`config.mk`:
```
export PLATFORM = sky130hd
export DESIGN_NAME = ick_bus_slave
export DESIGN_NICKNAME = d
export VERILOG_FILES = /design/src/rtl/ick_pkg.sv /design/src/rtl/ick_line_sync.sv /design/src/rtl/ick_shift_unit.sv /design/src/rtl/ick_addr_match.sv /design/src/rtl/ick_bus_slave.sv
export SDC_FILE = /design/constraint.sdc
export NUM_CORES = 1
export LEC_CHECK = 0
export BUFFER_PORTS_ARGS = -buffer_cell sky130_fd_sc_hd__buf_2
export CAP_MARGIN = 30
export CORE_AREA = 2 2 70 72
export CTS_CLUSTER_SIZE = 14
export DETAILED_ROUTE_END_ITERATION = 8
export DIE_AREA = 0 0 72 74
export GPL_ROUTABILITY_DRIVEN = 1
export PLACE_DENSITY = 0.8
export SETUP_SLACK_MARGIN = 0.5
export SYNTH_ARGS = -nofsm -noshare
export SYNTH_HDL_FRONTEND = slang
export SYNTH_HIERARCHICAL = 1
export SYNTH_SLANG_ARGS = --single-unit
```
`constraint.sdc`:
```
create_clock -name clk -period 3.9 [get_ports clk]
set_clock_uncertainty 0.15 [all_clocks]
set_input_delay 0.78 -clock clk [delete_from_list [all_inputs] [get_ports clk]]
set_output_delay 0.78 -clock clk [all_outputs]
set_load 0.05 [all_outputs]
```
`src/rtl/ick_pkg.sv`:
```
package ick_pkg;

    localparam int ADDR_BITS = 8;
    localparam int NUM_CMDS  = 3;

    typedef enum logic [1:0] {
        CMD_NONE   = 2'd0,
        CMD_SETADR = 2'd1,
        CMD_READ   = 2'd2,
        CMD_PROG   = 2'd3
    } cmd_e;

    typedef enum logic [2:0] {
        ST_IDLE,
        ST_ADDR,
        ST_DATA,
        ST_ENDP,
        ST_SKIP
    } st_e;

    typedef struct packed {
        logic dat;
        logic cl;
        logic id;
    } lines_t;

    // offset of each recognised code above the strap-selected base
    function automatic logic [ADDR_BITS-1:0] cmd_offset(input int idx);
        case (idx)
            0:       cmd_offset = 8'd0;
            1:       cmd_offset = 8'd1;
            default: cmd_offset = 8'd3;
        endcase
    endfunction

    function automatic cmd_e cmd_of_index(input int idx);
        case (idx)
            0:       cmd_of_index = CMD_SETADR;
            1:       cmd_of_index = CMD_READ;
            default: cmd_of_index = CMD_PROG;
        endcase
    endfunction

endpackage

```
`src/rtl/ick_line_sync.sv`:
```
module ick_line_sync #(
    parameter int N      = 3,
    parameter int STAGES = 2
) (
    input  logic         clk,
    input  logic         rst,
    input  logic [N-1:0] raw_i,
    output logic [N-1:0] lvl_o,
    output logic [N-1:0] rise_o,
    output logic [N-1:0] fall_o
);

    for (genvar g = 0; g < N; g++) begin : g_line
        logic [STAGES-1:0] pipe;
        logic              prev;

        always_ff @(posedge clk) begin
            if (rst) begin
                pipe <= '1;
                prev <= 1'b1;
            end else begin
                pipe <= {pipe[STAGES-2:0], raw_i[g]};
                prev <= pipe[STAGES-1];
            end
        end

        assign lvl_o[g]  = pipe[STAGES-1];
        assign rise_o[g] = pipe[STAGES-1] & ~prev;
        assign fall_o[g] = ~pipe[STAGES-1] & prev;
    end

endmodule

```
`src/rtl/ick_shift_unit.sv`:
```
module ick_shift_unit #(
    parameter int W = 16
) (
    input  logic                     clk,
    input  logic                     rst,
    input  logic                     clr_i,
    input  logic                     take_i,
    input  logic                     bit_i,
    output logic [W-1:0]             word_o,
    output logic [$clog2(W+2)-1:0]   cnt_o
);

    localparam int CW = $clog2(W + 2);
    localparam int IW = $clog2(W);
    localparam logic [CW-1:0] CAP = CW'(W + 1);

    always_ff @(posedge clk) begin
        if (rst || clr_i) begin
            word_o <= '0;
            cnt_o  <= '0;
        end else if (take_i) begin
            if (cnt_o < CW'(W))
                word_o[cnt_o[IW-1:0]] <= bit_i;
            if (cnt_o < CAP)
                cnt_o <= cnt_o + 1'b1;
        end
    end

    AST_CNT_CAPPED: assert property (@(posedge clk) disable iff (rst)
        cnt_o <= CAP);

endmodule

```
`src/rtl/ick_addr_match.sv`:
```
module ick_addr_match
    import ick_pkg::*;
#(
    parameter logic [ADDR_BITS-1:0] BASE_LO = 8'd128,
    parameter logic [ADDR_BITS-1:0] BASE_HI = 8'd132
) (
    input  logic [ADDR_BITS-1:0] addr_i,
    input  logic                 strap_i,
    output logic [NUM_CMDS-1:0]  hit_o,
    output cmd_e                 kind_o
);

    logic [ADDR_BITS-1:0] base;
    assign base = strap_i ? BASE_HI : BASE_LO;

    for (genvar g = 0; g < NUM_CMDS; g++) begin : g_cmp
        assign hit_o[g] = (addr_i == base + cmd_offset(g));
    end

    always_comb begin
        kind_o = CMD_NONE;
        for (int i = 0; i < NUM_CMDS; i++)
            if (hit_o[i]) kind_o = cmd_of_index(i);
    end

endmodule

```
`src/rtl/ick_bus_slave.sv`:
```
module ick_bus_slave
    import ick_pkg::*;
#(
    parameter int                   WORD_W      = 16,
    parameter int                   BYTE_W      = 8,
    parameter int                   SYNC_STAGES = 2,
    parameter logic [ADDR_BITS-1:0] BASE_LO     = 8'd128,
    parameter logic [ADDR_BITS-1:0] BASE_HI     = 8'd132
) (
    input  logic              clk,
    input  logic              rst,
    input  logic              id_i,
    input  logic              cl_i,
    input  logic              d_i,
    output logic              d_pull_low_o,
    input  logic              opt_strap_i,
    input  logic [BYTE_W-1:0] rd_byte_i,
    output logic              cmd_commit_o,
    output logic [1:0]        cmd_kind_o,
    output logic [WORD_W-1:0] rx_word_o,
    output logic              rx_long_o
);

    localparam int CNT_W = $clog2(WORD_W + 2);
    localparam int BI_W  = $clog2(BYTE_W);
    localparam logic [CNT_W-1:0] N_ADDR  = CNT_W'(ADDR_BITS);
    localparam logic [CNT_W-1:0] N_SHORT = CNT_W'(BYTE_W);
    localparam logic [CNT_W-1:0] N_LONG  = CNT_W'(WORD_W);

    lines_t lvl, rise, fall, raw;
    assign raw = '{dat: d_i, cl: cl_i, id: id_i};

    ick_line_sync #(.N(3), .STAGES(SYNC_STAGES)) sync_i (
        .clk    (clk),
        .rst    (rst),
        .raw_i  (raw),
        .lvl_o  (lvl),
        .rise_o (rise),
        .fall_o (fall)
    );

    st_e               st_q;
    cmd_e              kind_q;
    cmd_e              match_kind;
    logic [NUM_CMDS-1:0] hit_vec;
    logic              sh_clr, sh_take;
    logic [WORD_W-1:0] sh_word;
    logic [CNT_W-1:0]  sh_cnt;

    assign sh_clr  = (fall.id && (st_q == ST_IDLE || st_q == ST_SKIP))
                   || (rise.id && st_q == ST_ADDR);
    assign sh_take = rise.cl && (st_q == ST_ADDR || st_q == ST_DATA);

    ick_shift_unit #(.W(WORD_W)) shift_i (
        .clk    (clk),
        .rst    (rst),
        .clr_i  (sh_clr),
        .take_i (sh_take),
        .bit_i  (lvl.dat),
        .word_o (sh_word),
        .cnt_o  (sh_cnt)
    );

    ick_addr_match #(.BASE_LO(BASE_LO), .BASE_HI(BASE_HI)) match_i (
        .addr_i  (sh_word[ADDR_BITS-1:0]),
        .strap_i (opt_strap_i),
        .hit_o   (hit_vec),
        .kind_o  (match_kind)
    );

    always_ff @(posedge clk) begin
        if (rst) begin
            st_q         <= ST_IDLE;
            kind_q       <= CMD_NONE;
            cmd_commit_o <= 1'b0;
            cmd_kind_o   <= CMD_NONE;
            rx_word_o    <= '0;
            rx_long_o    <= 1'b0;
        end else begin
            cmd_commit_o <= 1'b0;
            case (st_q)
                ST_IDLE, ST_SKIP: begin
                    if (fall.id) st_q <= ST_ADDR;
                end
                ST_ADDR: begin
                    if (rise.id) begin
                        if (sh_cnt == N_ADDR && match_kind != CMD_NONE) begin
                            st_q   <= ST_DATA;
                            kind_q <= match_kind;
                        end else begin
                            st_q <= ST_SKIP;
                        end
                    end
                end
                ST_DATA: begin
                    if (fall.id) st_q <= ST_ENDP;
                end
                ST_ENDP: begin
                    if (rise.id) begin
                        st_q <= ST_IDLE;
                        if (sh_cnt == N_SHORT || sh_cnt == N_LONG) begin
                            cmd_commit_o <= 1'b1;
                            cmd_kind_o   <= kind_q;
                            rx_word_o    <= sh_word;
                            rx_long_o    <= (sh_cnt == N_LONG);
                        end
                    end
                end
                default: st_q <= ST_IDLE;
            endcase
        end
    end

    // open-drain read driver: only ever pulls low, first byte only
    assign d_pull_low_o = (st_q == ST_DATA) && (kind_q == CMD_READ)
                        && (sh_cnt < N_SHORT) && !rd_byte_i[sh_cnt[BI_W-1:0]];

    AST_RESET_QUIET: assert property (@(posedge clk)
        rst |=> (!d_pull_low_o && !cmd_commit_o));

    AST_MATCH_ONEHOT: assert property (@(posedge clk) disable iff (rst)
        $onehot0(hit_vec));

    AST_COMMIT_SINGLE: assert property (@(posedge clk) disable iff (rst)
        cmd_commit_o |=> !cmd_commit_o);

    AST_COMMIT_AFTER_IDENT: assert property (@(posedge clk) disable iff (rst)
        cmd_commit_o |-> $past(rise.id));

    AST_OUTPUTS_HELD: assert property (@(posedge clk) disable iff (rst)
        !cmd_commit_o |-> $stable(rx_word_o));

    AST_PULL_IDENT_HIGH: assert property (@(posedge clk) disable iff (rst)
        d_pull_low_o |-> $past(lvl.id));

    AST_SKIP_SILENT: assert property (@(posedge clk) disable iff (rst)
        (st_q == ST_SKIP) |-> (!d_pull_low_o && !cmd_commit_o));

endmodule

```
==> Yosys cells after proc, flatten, opt, wreduce, memory -nomap -nowiden <==
Index checks and enable logic that the tools add are counted.
{ "op_classes": {"reduce_logical": 23, "eq_ne": 14, "add_sub_neg": 3, "n_bitwise": 8, "n_mux": 16, "n_lt_le_gt_ge": 6} }
{ "op_table": {"columns": ["op", "count"], "rows": [
  ["$eq 8x8->1", 3],
  ["$mux 3", 6],
  ["$bwmux 16", 1],
  ["$pmux 3 s4", 1],
  ["$lt 5x5->1 const B", 2],
  ["$add 8x1->8 const B", 1],
  ["$add 8x2->8 const B", 1],
  ["$logic_and 1x1->1", 8],
  ["$ne 2x2->1 const B", 4],
  ["$eq 3x2->1 const B", 2],
  ["$reduce_and 3->1", 2],
  ["$add 5x1->5 const B", 1],
  ["$eq 5x4->1 const B", 1],
  ["$eq 5x5->1 const B", 1],
  ["$logic_or 1x1->1", 5],
  ["$lt 4x5->1 const B", 1],
  ["$lt 5x4->1 const B", 1],
  ["$not 1->1", 5],
  ["$demux 1 s4", 1],
  ["$ge 4x1->1 const B", 1],
  ["$lt 3x4->1 const B", 1],
  ["$mux 1", 4],
  ["$mux 2", 2],
  ["$reduce_and 2->1", 2],
  ["11 further kinds", 13]
]} }
{ "word_totals": {"register_bits": 54, "in_bits": 14} }

==> Depth between registers and ports, before layout <==
{ "logic_depth": {"ltp_word": 10, "mapped_depth": 8} }

==> Hierarchy <==
Netlist, hierarchy kept.
{ "modules_own_cells": {"columns": ["mod", "cells_per_inst", "instances", "area_each_um2"], "rows": [
  ["ick_bus_slave", 135, 1, 1267.5],
  ["ick_shift_unit", 107, 1, 999.7],
  ["ick_line_sync", 27, 1, 296.5],
  ["ick_addr_match", 13, 1, 93.8]
]} }

==> Worst setup path before layout <==
No wires, ideal clock.
{ "synth_path": {"kind": "in2out", "start": "in rd_byte_i[5]", "end": "out d_pull_low_o", "stages": 3, "required_time_ps": 2970, "path_slack_ps": 1130, "n_path_buf": 0, "arrival_ps": 1840, "cell_sequence": "mux4_1 > mux2i_1 > and3_1"} }
{ "synth_between": {"elab_chain_cells": 4} }
{ "synth_rtl": {"columns": ["item", "line", "rtl"], "rows": [
  ["from (decl)", "ick_bus_slave.sv:17", "input logic [BYTE_W-1:0] rd_byte_i,"],
  ["$bmux 1 s3", "ick_bus_slave.sv:116", "&& (sh_cnt < N_SHORT) && !rd_byte_i[sh_cnt[BI_W-1:0]];"],
  ["$mux 1 (not written as such)", "ick_bus_slave.sv:116", null],
  ["$logic_not 1->1", "ick_bus_slave.sv:116", null],
  ["$logic_and 1x1->1", "ick_bus_slave.sv:116", null],
  ["to (decl)", "ick_bus_slave.sv:15", "output logic d_pull_low_o,"]
]} }
No other way between the ends. The select of a mux whose other input is x is not followed.

==> Final worst setup path <==
{ "layout_path": {"start": "reg shift_i.cnt_o[0]", "end": "out d_pull_low_o"} }
{ "layout_between": {"elab_chain_cells": 4, "elab_cells_between_ends": 6, "cone_classes": "order compare: 1; mux: 2; reduce/logical: 3"} }
{ "layout_rtl": {"columns": ["item", "line", "rtl"], "rows": [
  ["from (decl)", "ick_shift_unit.sv:10", "output logic [$clog2(W+2)-1:0] cnt_o"],
  ["from (signal assigned)", "ick_shift_unit.sv:25", "cnt_o <= cnt_o + 1'b1;"],
  ["$bmux 1 s3", "ick_bus_slave.sv:116", null],
  ["$mux 1 (not written as such)", "ick_bus_slave.sv:116", null],
  ["$logic_not 1->1", "ick_bus_slave.sv:116", null],
  ["$logic_and 1x1->1 (*)", "ick_bus_slave.sv:116", null]
]} }
Mark *: on every way between the ends. The rest lies on a longest branch, timed or not. The select of a mux whose other input is x is not followed.

==> results.json <==
{
  "status": "complete, no violations",
  "clockPowerShare_pct": 33.2,
  "drive_above_1_share_pct": 19.7,
  "cp_max_fo": 10,
  "r2r_setup_slack_ns": 1.31,
  "start_util_pct": 55.7,
  "path_clk_slew_ns": 0.09,
  "p_leak_nw": 1.15,
  "finalSetupTns_ns": 0,
  "post_cts_buffers": 0,
  "grt_pass1_vias": 1811,
  "cts_sinks": 54,
  "antenna_found_initial": 0,
  "cts-buffers-inserted": 5,
  "seqPwrFrac_pct": 61.3,
  "dpl_cell_area_um2": 2710,
  "p_comb_share_pct": 5.6,
  "die_h_um": 74,
  "synth_area_um2": 2560,
  "grt_pass1_wl_mm": 8.25,
  "crit_path_start": "shift_i/cnt_o[0]",
  "die_x_um": 72,
  "crit_family": "multiplexers",
  "r2r-end": "st_q[1]",
  "maxSlewHeadroom_pct": 52.4,
  "synthCells": 269,
  "gr-total-overflow": 0,
  "r2r_start": "shift_i/word_o[5]",
  "n_antenna_cell": 0,
  "rsz0062_at_grt": "false",
  "num_rows": 25,
  "ff2ff_path_depth": 5,
  "power_density_nw_per_um2": 328,
  "setup_viol": 0,
  "cp.required_ns": 2.97,
  "gp_congestion": 0.813,
  "wl_per_cell_um": 13.3,
  "drc": 0,
  "grt_max_degree": 30,
  "clockRootBuffer": "clkbuf_8",
  "cts-hold-fix-buffers": 0,
  "drv_cap": 0,
  "yosysWarnings": 6,
  "cts_max_level": 2,
  "hold_viol_final": 0,
  "hold_class": "reg2reg",
  "vdd_drop_max_uv": 218,
  "clk_latency_ns": 0.31,
  "cp-start-kind": "register",
  "drt_first_pass_iters": 4,
  "worst-setup-path-type": "reg2out",
  "endpoint": "d_pull_low_o",
  "syn_avg_cell_area_um2": 9.53,
  "dieArea_um2": 5330,
  "syn_nets": 287,
  "cts_buffer_depth": 2,
  "crit_buf_inv": 1,
  "slew_violations": 0,
  "drt_iter0_drc": 148,
  "final_nets": 312,
  "finalCritPeriodShare_pct": 75.8,
  "internal_power_mw": 0.706,
  "cts_resized": 0,
  "ios": 35,
  "max_freq_mhz": 338,
  "tritoncts": "yes",
  "fin_crit_ns": 2.96,
  "ant_nets": 0,
  "cp_slowest_cell": "mux4_1",
  "crit_chain": "mux4_1, mux2i_1, and3_1, buf_2",
  "arrival_ns": 2.03,
  "fin_area_um2": 2800,
  "swShare_pct": 23.2,
  "syn_to_final_growth_pct": 9.23,
  "endpoint_kind": "output port",
  "core_um2": 4600,
  "p_sw_mw": 0.214,
  "slowest_delay_ns": 0.60,
  "grt.total_usage_pct": 19.4,
  "drt_wl_total_mm": 4.64,
  "path_depth": 4,
  "tightest_slew_ns": 0.710,
  "vias_per_cell": 5.64,
  "io_buffer_count": 34,
  "vias": 1969,
  "dp_hpwl_mm": 3.33
}
## worst min-delay path by stage
stage | start | endpoint | cells past startpoint
global route | sync_i/g_line[1].pipe[0] | sync_i/g_line[1].pipe[1] | 1
global placement | sync_i/g_line[1].pipe[0] | sync_i/g_line[1].pipe[1] | 1
CTS | sync_i/g_line[0].pipe[0] | sync_i/g_line[0].pipe[1] | 1
floorplan | sync_i/g_line[0].pipe[0] | sync_i/g_line[0].pipe[1] | 1
detailed placement | sync_i/g_line[2].pipe[0] | sync_i/g_line[2].pipe[1] | 1
finish | sync_i/g_line[0].pipe[0] | sync_i/g_line[0].pipe[1] | 1
## flip-flops by register name, summed over array words and instances, names as in the netlist
name and count:
rx_word_o 16, shift_i/word_o 16, sync_i/g_line.pipe 6, shift_i/cnt_o 5, st_q 3, cmd_kind_o 2
kind_q 2, sync_i/g_line.prev 2, cmd_commit_o 1, rx_long_o 1
## per-stage QoR
step                power, mW  std cells  setup WS (ns)  hold slack, ns  util (%)
CTS                     0.927        349          0.924           0.265      60.9
detailed placement      0.628        341           1.03           0.242      59.0
global placement        0.625        340          0.913           0.240      58.7
global route            0.957        349          0.839           0.286      60.9
floorplan               0.614        269           1.13           0.233         -
finish                  0.919        349          0.943           0.262      60.9
## cell type report
type                       instances  area, um^2
clock buffer                       6        72.6
clock inverter                     2        13.8
fill                             403        1800
inverter                           6        22.5
tap                               54        67.6
multi-input combinational        190        1350
sequential                        54        1080
timing repair buffer              37         196
## power by group through the flow
stage	combinational [mW]	clock, mW	sequential (mW)
6_report	0.0512	0.305	0.563
5_1_grt	0.0574	0.335	0.565
4_1_cts	0.0518	0.312	0.563
3_5_place_dp	0.0518	0	0.576
3_3_place_gp	0.0487	0	0.576
2_1_floorplan	0.0385	0	0.576
## per-layer routing
layer | global-route usage [%] | wire length, um | part of all wire, % | vias to the layer above
met5 | 0 | 0 | 0 | -
met4 | 6.71 | 44 | 0.95 | 0
met3 | 3.25 | 183 | 3.9 | 5
met2 | 32.3 | 2190 | 47 | 39
met1 | 25.8 | 2230 | 48 | 918
li1 | - | - | - | 1007
## cells in the final DEF, fill, tap and decap left out, types with 2 or more instances in the layout
cell and n:
dfxtp_1 54, nand2_1 34, buf_2 34, mux2i_1 25
nand2b_1 12, nor4_1 12, nand3_1 12, nor2b_1 9
a31o_1 9, or2_1 8, a21oi_1 6, nand4_1 5
inv_1 5, clkbuf_8 5, nor2_1 4, ha_1 4
nor3b_1 3, o21ai_0 3, mux4_1 2, xnor2_1 2
or3_1 2, o31ai_1 2, or2_2 2, or3b_2 2
nor3_1 2, or4_1 2, xor2_1 2, and4b_1 2
buf_4 2
Note: power is estimated with default switching activity, not from simulation.
